<file path="config.mk">
export PLATFORM = sky130hd
export DESIGN_NAME = port_lut_fabric
export DESIGN_NICKNAME = d
export VERILOG_FILES = /design/src/rtl/port_lut_fabric_pkg.sv /design/src/rtl/port_lut_fabric_cfg.sv /design/src/rtl/port_lut_fabric_sync.sv /design/src/rtl/port_lut_fabric_eval.sv /design/src/rtl/port_lut_fabric.sv
export SDC_FILE = /design/constraint.sdc
export NUM_CORES = 1
export LEC_CHECK = 0
export ABC_CLOCK_PERIOD_IN_PS = 10400
export BUFFER_PORTS_ARGS = -buffer_cell sky130_fd_sc_hd__buf_2
export CAP_MARGIN = 20
export CORE_AREA = 3 3 166 168
export DETAILED_ROUTE_END_ITERATION = 7
export DIE_AREA = 0 0 169 171
export MAX_ROUTING_LAYER = met4
export PLACE_DENSITY = 0.89
export REMOVE_ABC_BUFFERS = 1
export SYNTH_ARGS = -nofsm -noshare
export SYNTH_HDL_FRONTEND = slang
export SYNTH_HIERARCHICAL = 1
export SYNTH_SLANG_ARGS = --single-unit
</file>
<file path="constraint.sdc">
create_clock -name clk -period 10.4 [get_ports clk]
set_clock_uncertainty 0.15 [all_clocks]
set_input_delay 1.04 -clock clk [delete_from_list [all_inputs] [get_ports clk]]
set_output_delay 1.04 -clock clk [all_outputs]
set_load 0.01 [all_outputs]
</file>
<file path="src/rtl/port_lut_fabric_pkg.sv">
package port_lut_fabric_pkg;
  localparam int N_TERM = 8;
  localparam int HALF_W = N_TERM / 2;
  localparam int SEL_W  = $clog2(2 * HALF_W + N_TERM);
  localparam int TT_W   = 8;

  typedef struct packed {
    logic              gated;
    logic [TT_W-1:0]   tt;
    logic [SEL_W-1:0]  sel2;
    logic [SEL_W-1:0]  sel1;
    logic [SEL_W-1:0]  sel0;
  } lut_cfg_t;

  localparam int LUT_CFG_W = $bits(lut_cfg_t);
endpackage

</file>
<file path="src/rtl/port_lut_fabric_cfg.sv">
module port_lut_fabric_cfg
  import port_lut_fabric_pkg::*;
#(
  parameter int NT = N_TERM,
  parameter int AW = 4,
  parameter int DW = 32
) (
  input  logic                 clk,
  input  logic                 rst_n,
  input  logic                 we,
  input  logic [AW-1:0]        addr,
  input  logic [DW-1:0]        wdata,
  output lut_cfg_t [NT-1:0]    tbl,
  output logic [NT-1:0]        pin_oe,
  output logic [NT-1:0]        per_oe,
  output logic [NT-1:0]        pin_sen,
  output logic [NT-1:0]        per_sen
);
  for (genvar i = 0; i < NT; i++) begin : g_tbl
    always_ff @(posedge clk or negedge rst_n) begin
      if (!rst_n)                         tbl[i] <= '0;
      else if (we && addr == AW'(i))      tbl[i] <= lut_cfg_t'(wdata[LUT_CFG_W-1:0]);
    end
  end

  always_ff @(posedge clk or negedge rst_n) begin
    if (!rst_n) begin
      pin_oe  <= '0;
      per_oe  <= '0;
      pin_sen <= '0;
      per_sen <= '0;
    end else if (we && addr == AW'(NT)) begin
      pin_oe  <= wdata[0*NT +: NT];
      per_oe  <= wdata[1*NT +: NT];
      pin_sen <= wdata[2*NT +: NT];
      per_sen <= wdata[3*NT +: NT];
    end
  end
endmodule

</file>
<file path="src/rtl/port_lut_fabric_sync.sv">
module port_lut_fabric_sync #(
  parameter int W = 8
) (
  input  logic         clk,
  input  logic         rst_n,
  input  logic         adv,
  input  logic [W-1:0] d,
  input  logic [W-1:0] sen,
  output logic [W-1:0] q_eff,
  output logic [W-1:0] s2
);
  logic [W-1:0] s1;

  always_ff @(posedge clk or negedge rst_n) begin
    if (!rst_n) begin
      s1 <= '0;
      s2 <= '0;
    end else if (adv) begin
      s1 <= d;
      s2 <= s1;
    end
  end

  assign q_eff = (sen & s2) | (~sen & d);
endmodule

</file>
<file path="src/rtl/port_lut_fabric_eval.sv">
module port_lut_fabric_eval
  import port_lut_fabric_pkg::*;
#(
  parameter int NT = N_TERM
) (
  input  logic              clk,
  input  logic              rst_n,
  input  logic              en,
  input  lut_cfg_t [NT-1:0] tbl,
  input  logic [NT-1:0]     pin_src,
  input  logic [NT-1:0]     per_src,
  output logic [NT-1:0]     lut_val,
  output logic [NT-1:0]     lut_q
);
  localparam int HALF = NT / 2;
  localparam int SRCN = 2 * HALF + NT;

  logic [NT-1:0] nxt;

  // Ordered evaluation: lower-index tables feed forward combinationally,
  // equal or higher index tables are read from their flops, so no loop exists.
  always_comb begin
    lut_val = '0;
    nxt     = '0;
    for (int i = 0; i < NT; i++) begin
      logic [NT-1:0]   low_m;
      logic [NT-1:0]   fb;
      logic [SRCN-1:0] sv;
      logic [2:0]      idx;
      low_m  = (NT'(1) << i) - NT'(1);
      fb     = (lut_val & low_m) | (lut_q & ~low_m);
      sv     = {fb, per_src[(i/HALF)*HALF +: HALF], pin_src[(i/HALF)*HALF +: HALF]};
      idx    = {sv[tbl[i].sel2], sv[tbl[i].sel1], sv[tbl[i].sel0]};
      nxt[i] = tbl[i].tt[idx];
      lut_val[i] = tbl[i].gated ? lut_q[i] : nxt[i];
    end
  end

  always_ff @(posedge clk or negedge rst_n) begin
    if (!rst_n)  lut_q <= '0;
    else if (en) lut_q <= nxt;
  end
endmodule

</file>
<file path="src/rtl/port_lut_fabric.sv">
module port_lut_fabric
  import port_lut_fabric_pkg::*;
#(
  parameter int NT = N_TERM,
  parameter int AW = $clog2(NT + 1),
  parameter int DW = 32
) (
  input  logic          clk,
  input  logic          rst_n,
  input  logic          fab_en,
  input  logic          cfg_we,
  input  logic [AW-1:0] cfg_addr,
  input  logic [DW-1:0] cfg_wdata,
  input  logic [NT-1:0] pin_in,
  input  logic [NT-1:0] per_in,
  output logic [NT-1:0] pin_out,
  output logic [NT-1:0] per_out
);
  lut_cfg_t [NT-1:0] tbl;
  logic [NT-1:0] pin_oe, per_oe, pin_sen, per_sen;
  logic [NT-1:0] pin_src, per_src, pin_s2, per_s2;
  logic [NT-1:0] lut_val, lut_q, gated_mask;

  port_lut_fabric_cfg #(.NT(NT), .AW(AW), .DW(DW)) u_cfg (
    .clk(clk), .rst_n(rst_n), .we(cfg_we), .addr(cfg_addr), .wdata(cfg_wdata),
    .tbl(tbl), .pin_oe(pin_oe), .per_oe(per_oe), .pin_sen(pin_sen), .per_sen(per_sen)
  );

  port_lut_fabric_sync #(.W(NT)) u_sync_pin (
    .clk(clk), .rst_n(rst_n), .adv(fab_en), .d(pin_in), .sen(pin_sen),
    .q_eff(pin_src), .s2(pin_s2)
  );

  port_lut_fabric_sync #(.W(NT)) u_sync_per (
    .clk(clk), .rst_n(rst_n), .adv(fab_en), .d(per_in), .sen(per_sen),
    .q_eff(per_src), .s2(per_s2)
  );

  port_lut_fabric_eval #(.NT(NT)) u_eval (
    .clk(clk), .rst_n(rst_n), .en(fab_en), .tbl(tbl),
    .pin_src(pin_src), .per_src(per_src), .lut_val(lut_val), .lut_q(lut_q)
  );

  for (genvar i = 0; i < NT; i++) begin : g_mode
    assign gated_mask[i] = tbl[i].gated;
  end

  always_comb begin
    if (fab_en) begin
      pin_out = (pin_oe & lut_val) | (~pin_oe & per_in);
      per_out = (per_oe & lut_val) | (~per_oe & pin_in);
    end else begin
      pin_out = per_in;
      per_out = pin_in;
    end
  end
endmodule

</file>
; Yosys cells after proc, flatten, opt, wreduce, memory -nomap -nowiden
; Index checks and enable logic that the tools add are counted.
[totals]
reg_bits = 240
latch_bits = 0
ramBits = 0
romBits = 0
inputBits = 56
output_inout_bits = 16
wordCells = 196
mem_count = 0
[op_classes]
addsub = 0
multipliers = 0
n_div = 0
n_lt_le_gt_ge = 32
eq_ne = 8
shifts = 0
muxes = 74
bitwise_logic = 23
n_reduce_logical = 10
[op_table]
columns = operator, n
row1 = less-than comparator 4 x 5 -> 1 bit (second input constant), 24
row2 = binary-select mux 1 bit (select 4 bit), 24
row3 = bitwise AND 8 bit, 8
row4 = two-way mux 1 bit, 40
row5 = less-than comparator 3 x 4 -> 1 bit (second input constant), 8
row6 = inverter 8 bit, 4
row7 = OR 8 bit, 4
row8 = binary-select mux 1 bit (select 3 bit), 8
row9 = equality test 4 x 3 -> 1 bit (second input constant), 4
row10 = two-way mux 8 bit, 2
row11 = logical AND 1 bit, 9
row12 = equality test 4 x 2 -> 1 bit (second input constant), 2
row13 = OR 1 x 8 -> 8 bit, 1
row14 = OR 2 x 8 -> 8 bit, 1
row15 = OR 3 x 8 -> 8 bit, 1
row16 = OR 4 x 8 -> 8 bit, 1
row17 = OR 5 x 8 -> 8 bit, 1
row18 = OR 6 x 8 -> 8 bit, 1
row19 = OR 7 x 8 -> 8 bit, 1
row20 = equality test 4 x 1 -> 1 bit (second input constant), 1
row21 = equality test 4 bit (second input constant), 1
row22 = logical NOT 4 bit, 1

; Logic depth before layout (Yosys ltp)
[logic_depth]
depth_word = 53
depth_mapped = 38
depth_no_buf = 34

; Hierarchy
; Netlist, hierarchy kept.
[modules_own_cells]
columns = module, n_inst, cells_each, area_per_inst_um2, seq_area_each_um2
row1 = port_lut_fabric_cfg, 1, 432, 7487.2, 5004.8
row2 = port_lut_fabric_eval, 1, 657, 5580.4, 200.2
row3 = port_lut_fabric_sync, 2, 42, 739.5, 400.4
row4 = port_lut_fabric, 1, 34, 289.0, 0.0

; Worst setup path after synthesis
; No wires, ideal clock.
[synth_timing]
path_type = in2out
start = input port pin_in[3]
end = output port per_out[7]
t_arrival_ns = 8.934
t_required_ns = 9.210
setup_slack_ns = 0.276
path_stages = 31
path_cell_list = mux2_2 -> mux2_1 -> mux4_2 -> mux2i_1 -> nor4_1 -> a211oi_4 -> a311o_1 -> a221oi_2 -> nand3_4 -> a211oi_2 -> a2111oi_1 -> a2111oi_4 -> a22oi_1 -> o41a_1 -> a32o_2 -> o21ai_2 -> mux2i_1 -> mux2i_2 -> buf_6 -> a32o_2 -> a2111o_1 -> nand4_2 -> a21oi_1 -> a221o_1 -> a211o_1 -> nand2_2 -> a41o_1 -> mux2_2 -> mux2_2 -> mux2_2 -> mux2_2
[synth_via]
elab_chain_cells = 52
elab_cells_between_ends = 84
cone_classes = mux: 73 / bitwise: 11
[synth_rtl]
columns = item, line_no
row1 = from (decl), port_lut_fabric.sv:14  ; input logic [NT-1:0] pin_in,
row2 = bitwise AND 8 bit (*), port_lut_fabric_sync.sv:24  ; assign q_eff = (sen & s2) | (~sen & d);
row3 = OR 8 bit (*), port_lut_fabric_sync.sv:24
row4 = binary-select mux 1 bit (select 4 bit), port_lut_fabric_eval.sv:33  ; idx = {sv[tbl[i].sel2], sv[tbl[i].sel1], sv[tbl[i].sel0]};
row5 = two-way mux 1 bit (not written as such), port_lut_fabric_eval.sv:33
row6 = binary-select mux 1 bit (select 3 bit), port_lut_fabric_eval.sv:34  ; nxt[i] = tbl[i].tt[idx];
row7 = two-way mux 1 bit (not written as such), port_lut_fabric_eval.sv:34
row8 = two-way mux 1 bit, port_lut_fabric_eval.sv:35  ; lut_val[i] = tbl[i].gated ? lut_q[i] : nxt[i];
row9 = OR 1 x 8 -> 8 bit, port_lut_fabric_eval.sv:31  ; fb = (lut_val & low_m) | (lut_q & ~low_m);
row10 = (+37 left out), n/a
row11 = two-way mux 1 bit (not written as such), port_lut_fabric_eval.sv:33
row12 = binary-select mux 1 bit (select 3 bit) (*), port_lut_fabric_eval.sv:34
row13 = two-way mux 1 bit (not written as such) (*), port_lut_fabric_eval.sv:34
row14 = two-way mux 1 bit (*), port_lut_fabric_eval.sv:35
row15 = net lut_val[7], port_lut_fabric.sv:22  ; logic [NT-1:0] lut_val, lut_q, gated_mask;
row16 = bitwise AND 8 bit (*), port_lut_fabric.sv:51  ; per_out = (per_oe & lut_val) | (~per_oe & pin_in);
row17 = OR 8 bit (*), port_lut_fabric.sv:51
row18 = two-way mux 8 bit (*), port_lut_fabric.sv:49  ; if (fab_en) begin
row19 = to (decl), port_lut_fabric.sv:17  ; output logic [NT-1:0] per_out
; The timed path passes the listed nets; every way through them passes the cells marked *. The select of a mux whose other input is x is not followed.

; Worst setup path in the final report
[layout_timing]
start = input port pin_in[2]
end = output port per_out[7]
[layout_via]
elab_chain_cells = 52
elab_cells_between_ends = 84
cone_classes = mux: 73 / bitwise: 11
[layout_rtl]
columns = item, line_no
row1 = bitwise AND 8 bit (*), port_lut_fabric_sync.sv:24
row2 = OR 8 bit (*), port_lut_fabric_sync.sv:24
row3 = net pin_src[2], port_lut_fabric.sv:21  ; logic [NT-1:0] pin_src, per_src, pin_s2, per_s2;
row4 = binary-select mux 1 bit (select 4 bit), port_lut_fabric_eval.sv:33
row5 = two-way mux 1 bit (not written as such), port_lut_fabric_eval.sv:33
row6 = binary-select mux 1 bit (select 3 bit), port_lut_fabric_eval.sv:34
row7 = two-way mux 1 bit (not written as such), port_lut_fabric_eval.sv:34
row8 = two-way mux 1 bit, port_lut_fabric_eval.sv:35
row9 = (+18 left out), n/a
row10 = net lut_val[3], port_lut_fabric.sv:22
row11 = (+20 left out), n/a
row12 = two-way mux 1 bit (not written as such), port_lut_fabric_eval.sv:33
row13 = binary-select mux 1 bit (select 3 bit) (*), port_lut_fabric_eval.sv:34
row14 = two-way mux 1 bit (not written as such) (*), port_lut_fabric_eval.sv:34
row15 = two-way mux 1 bit (*), port_lut_fabric_eval.sv:35
row16 = net lut_val[7], port_lut_fabric.sv:22
row17 = bitwise AND 8 bit (*), port_lut_fabric.sv:51
row18 = OR 8 bit (*), port_lut_fabric.sv:51
row19 = two-way mux 8 bit (*), port_lut_fabric.sv:49
; Marks and branches as above.

==> metrics <==
outcome=finished, violations left; failing checks=design-rule violations, negative setup slack; Final Critical Period=11,250 ps; Synth Flop Type=dfrtp_1; most common cell after layout, fill and taps aside=dfrtp_1; startpoint types=input port; Seq/Total Area, Yosys=0.4048; Clock Pin Slew Worst Setup and Hold Paths=60 ps; dpl ws=-800.2 ps; Setup Viol. Count Final=2; core footprint=0.02606 mm^2; worst setup margin=-851.2 ps; CTS sink count=240; CTS root buf=clkbuf_16; Post-synth EDFFs=0; hold_buf cts=0; ANT nets after route=0; htree depth=1; final instance area=0.01729 mm^2; slowest CP cell=mux4_2; Power Density=292.4 mW/mm^2; drt pass-1 iters=8; Nets=1,388; Vias=12,230; initial antenna violation count=5; final period utilization=1.082; Total GRT Usage=0.3322; yosys synthesis warning count=6; Die Wd=169 um; WL final=47,920 um; worst-path fanout max=7; final-report hold violation count=0; max_slew headroom=0.3118; Leak Pwr=7.412 nW; max_cap viols=0; CP endpoint kind=output pin; Die Height=171 um; Area Growth Syn to Fin=16.54%; largest net degree at the start of global routing=111; Synth Cell Area=0.01484 mm^2; CTS buffer count=25; layout cells sized above 1=0.4763; routed vias/inst=7.250; CTS Buffer Depth=3; Detailed Route Iter0 Violations=2,014; row count=59; Placed Area=0.01582 mm^2; critical path arrival=10,060 ps; GRT Residual Overflow=0; VDD IR-drop max=0.0002018 V; Hold Crit Class=flop to flop; gpl congestion=0.9617; Critical Path Most Common Cell=mux2_4; DRC viols=1; RSZ-0062 raised after global routing=true; FILL cells=1,701; WL/cell=28.41 um; CTS tree=built; fin. max-slew vios=0; asr flop ratio synth=1.000; Crit Path Class=input port to output pin; Largest stage delay, worst path=600 ps; die area=0.02890 mm^2; total power=0.005056 W; Ports=72; IO Port Bufs=71; worst skew pair latency=540 ps; Synth Instances=1,207; Crit path required time=9210 ps; number of unique standard cell types used by synthesis=89; Avg Cell Area, Syn=12.29 um^2; Initial Util=0.5693; vias in the first global route=12,558; Max Clk Rate=88.88 MHz; first-pass GRT wire length=72,550 um; Yosys reg bits=240; DPL Wire Length=28,130 um; Slew @ Worst Pin=1006 ps; commonest non-fill, non-tap cells in the layout=240 x dfrtp_1, 237 x mux2_2, 104 x buf_4
## routing by layer
layer  share of wire  track usage
met1            0.35       0.3967
met2            0.46       0.5264
met3            0.12      0.07579
met4           0.076       0.1831
met5               0            -
## sequential cells by signal (all words and copies together) (netlist names)
| signal | count |
|---|---|
| u_sync_per/s1 | 8 |
| u_cfg/pin_oe | 8 |
| u_eval/lut_q | 8 |
| u_cfg/per_sen | 8 |
| u_sync_per/s2 | 8 |
| u_cfg/pin_sen | 8 |
| u_sync_pin/s2 | 8 |
| u_cfg/per_oe | 8 |
| u_cfg/tbl | 168 |
| u_sync_pin/s1 | 8 |
## critical path: cells and delay by family
kind | cells | cell delay [ps]
multiplexers | 11 | 3330
AND/OR/NAND/NOR | 5 | 810
AO/OA/AOI/OAI | 15 | 3920
buffers and inverters | 7 | 930
## final timing paths
check / from / end / slack (ps) / cells after the start
max in group asynchronous: rst_n / u_cfg/tbl[23] / 7420 / 3
setup / recovery: pin_in[2] / per_out[7] / -850 / 38
hold / removal: u_sync_per/s1[7] / u_sync_per/s2[7] / 350 / 1
setup reg to reg: u_cfg/pin_sen[2] / u_eval/lut_q[7] / 1120 / 35
min in group asynchronous: rst_n / u_cfg/pin_oe[0] / 410 / 1
hold reg to reg: u_sync_per/s1[7] / u_sync_per/s2[7] / 350 / 1
## cell type report
type | count | area (um^2) | area share
Multi-Input combinational cell | 851 | 8646 | 0.5001
Tap cell | 335 | 419.2 | 0.02424
Antenna cell | 2 | 5.005 | 0.0002895
Sequential cell | 240 | 6006 | 0.3474
Clock buffer | 35 | 683.2 | 0.03951
Timing Repair Buffer | 184 | 1308 | 0.07563
Inverter | 30 | 112.6 | 0.006513
Clock inverter | 10 | 110.1 | 0.006369
## report_power, final
part / leakage, nW / internal (W) / total (W) / switching [W]
clock: 0.389 / 0.000509 / 0.000897 / 0.000388
combinational: 4.10 / 0.00132 / 0.00271 / 0.00139
sequential: 2.93 / 0.00115 / 0.00145 / 0.000302
total: 7.41 / 0.00298 / 0.00506 / 0.00208
## cell families after synthesis
kind of cell / after synthesis / synth area share
AOI/OAI and AO/OA: 206 / 0.1053
buffers and inverters: 117 / 0.03947
DFF: 240 / 0.4048
muxes: 414 / 0.3705
and+or+nand+nor: 230 / 0.07987
## cells in the mapped netlist, drive strengths merged, types with 6 or more instances
| cell type | instances | area [um^2] |
|---|---|---|
| o221ai | 7 | 67.56 |
| dfrtp | 240 | 6006 |
| nor3b | 10 | 90.09 |
| mux2 | 290 | 3363 |
| nand3 | 7 | 47.55 |
| nor3 | 7 | 35.03 |
| o211ai | 6 | 45.04 |
| buf | 35 | 276.5 |
| clkbuf | 52 | 196.4 |
| inv | 30 | 112.6 |
| a21oi | 42 | 214.0 |
| mux4 | 71 | 1599 |
| a211oi | 13 | 115.1 |
| nor2 | 49 | 183.9 |
| nand3b | 6 | 57.56 |
| a211o | 10 | 87.58 |
| a21o | 6 | 45.04 |
| and2 | 6 | 37.54 |
| a2111oi | 9 | 117.6 |
| nand4 | 6 | 43.79 |
| nor2b | 18 | 112.6 |
| o21ai | 33 | 176.4 |
| mux2i | 53 | 534.3 |
| a31oi | 15 | 100.1 |
| nand2 | 88 | 335.3 |
| nor4 | 6 | 52.55 |
| o31ai | 6 | 45.04 |
| nand2b | 13 | 81.33 |
## timing repair
item | 4_1_cts | 5_1_grt
pin swaps | 20 | 21
buffers inserted | 11 | 12
resized for setup | 67 | 19
hold endpoints to repair | 0 | 0
gates cloned | 1 | 0
endpoints found under the setup margin | 2 | 4
## through the flow
step	utilization	hold WS (ps)	setup TNS [ps]	std cells
after floorplan	-	322.1	0	1120
after global placement	0.6072	333.6	-784.6	1616
after detailed placement	0.6072	338.4	-1593	1616
after CTS	0.6545	355.5	-1187	1671
after global routing	0.6634	363.2	-2346	1686
final	0.6635	351.7	-1700	1687
Note: power is estimated with default switching activity, not from simulation.
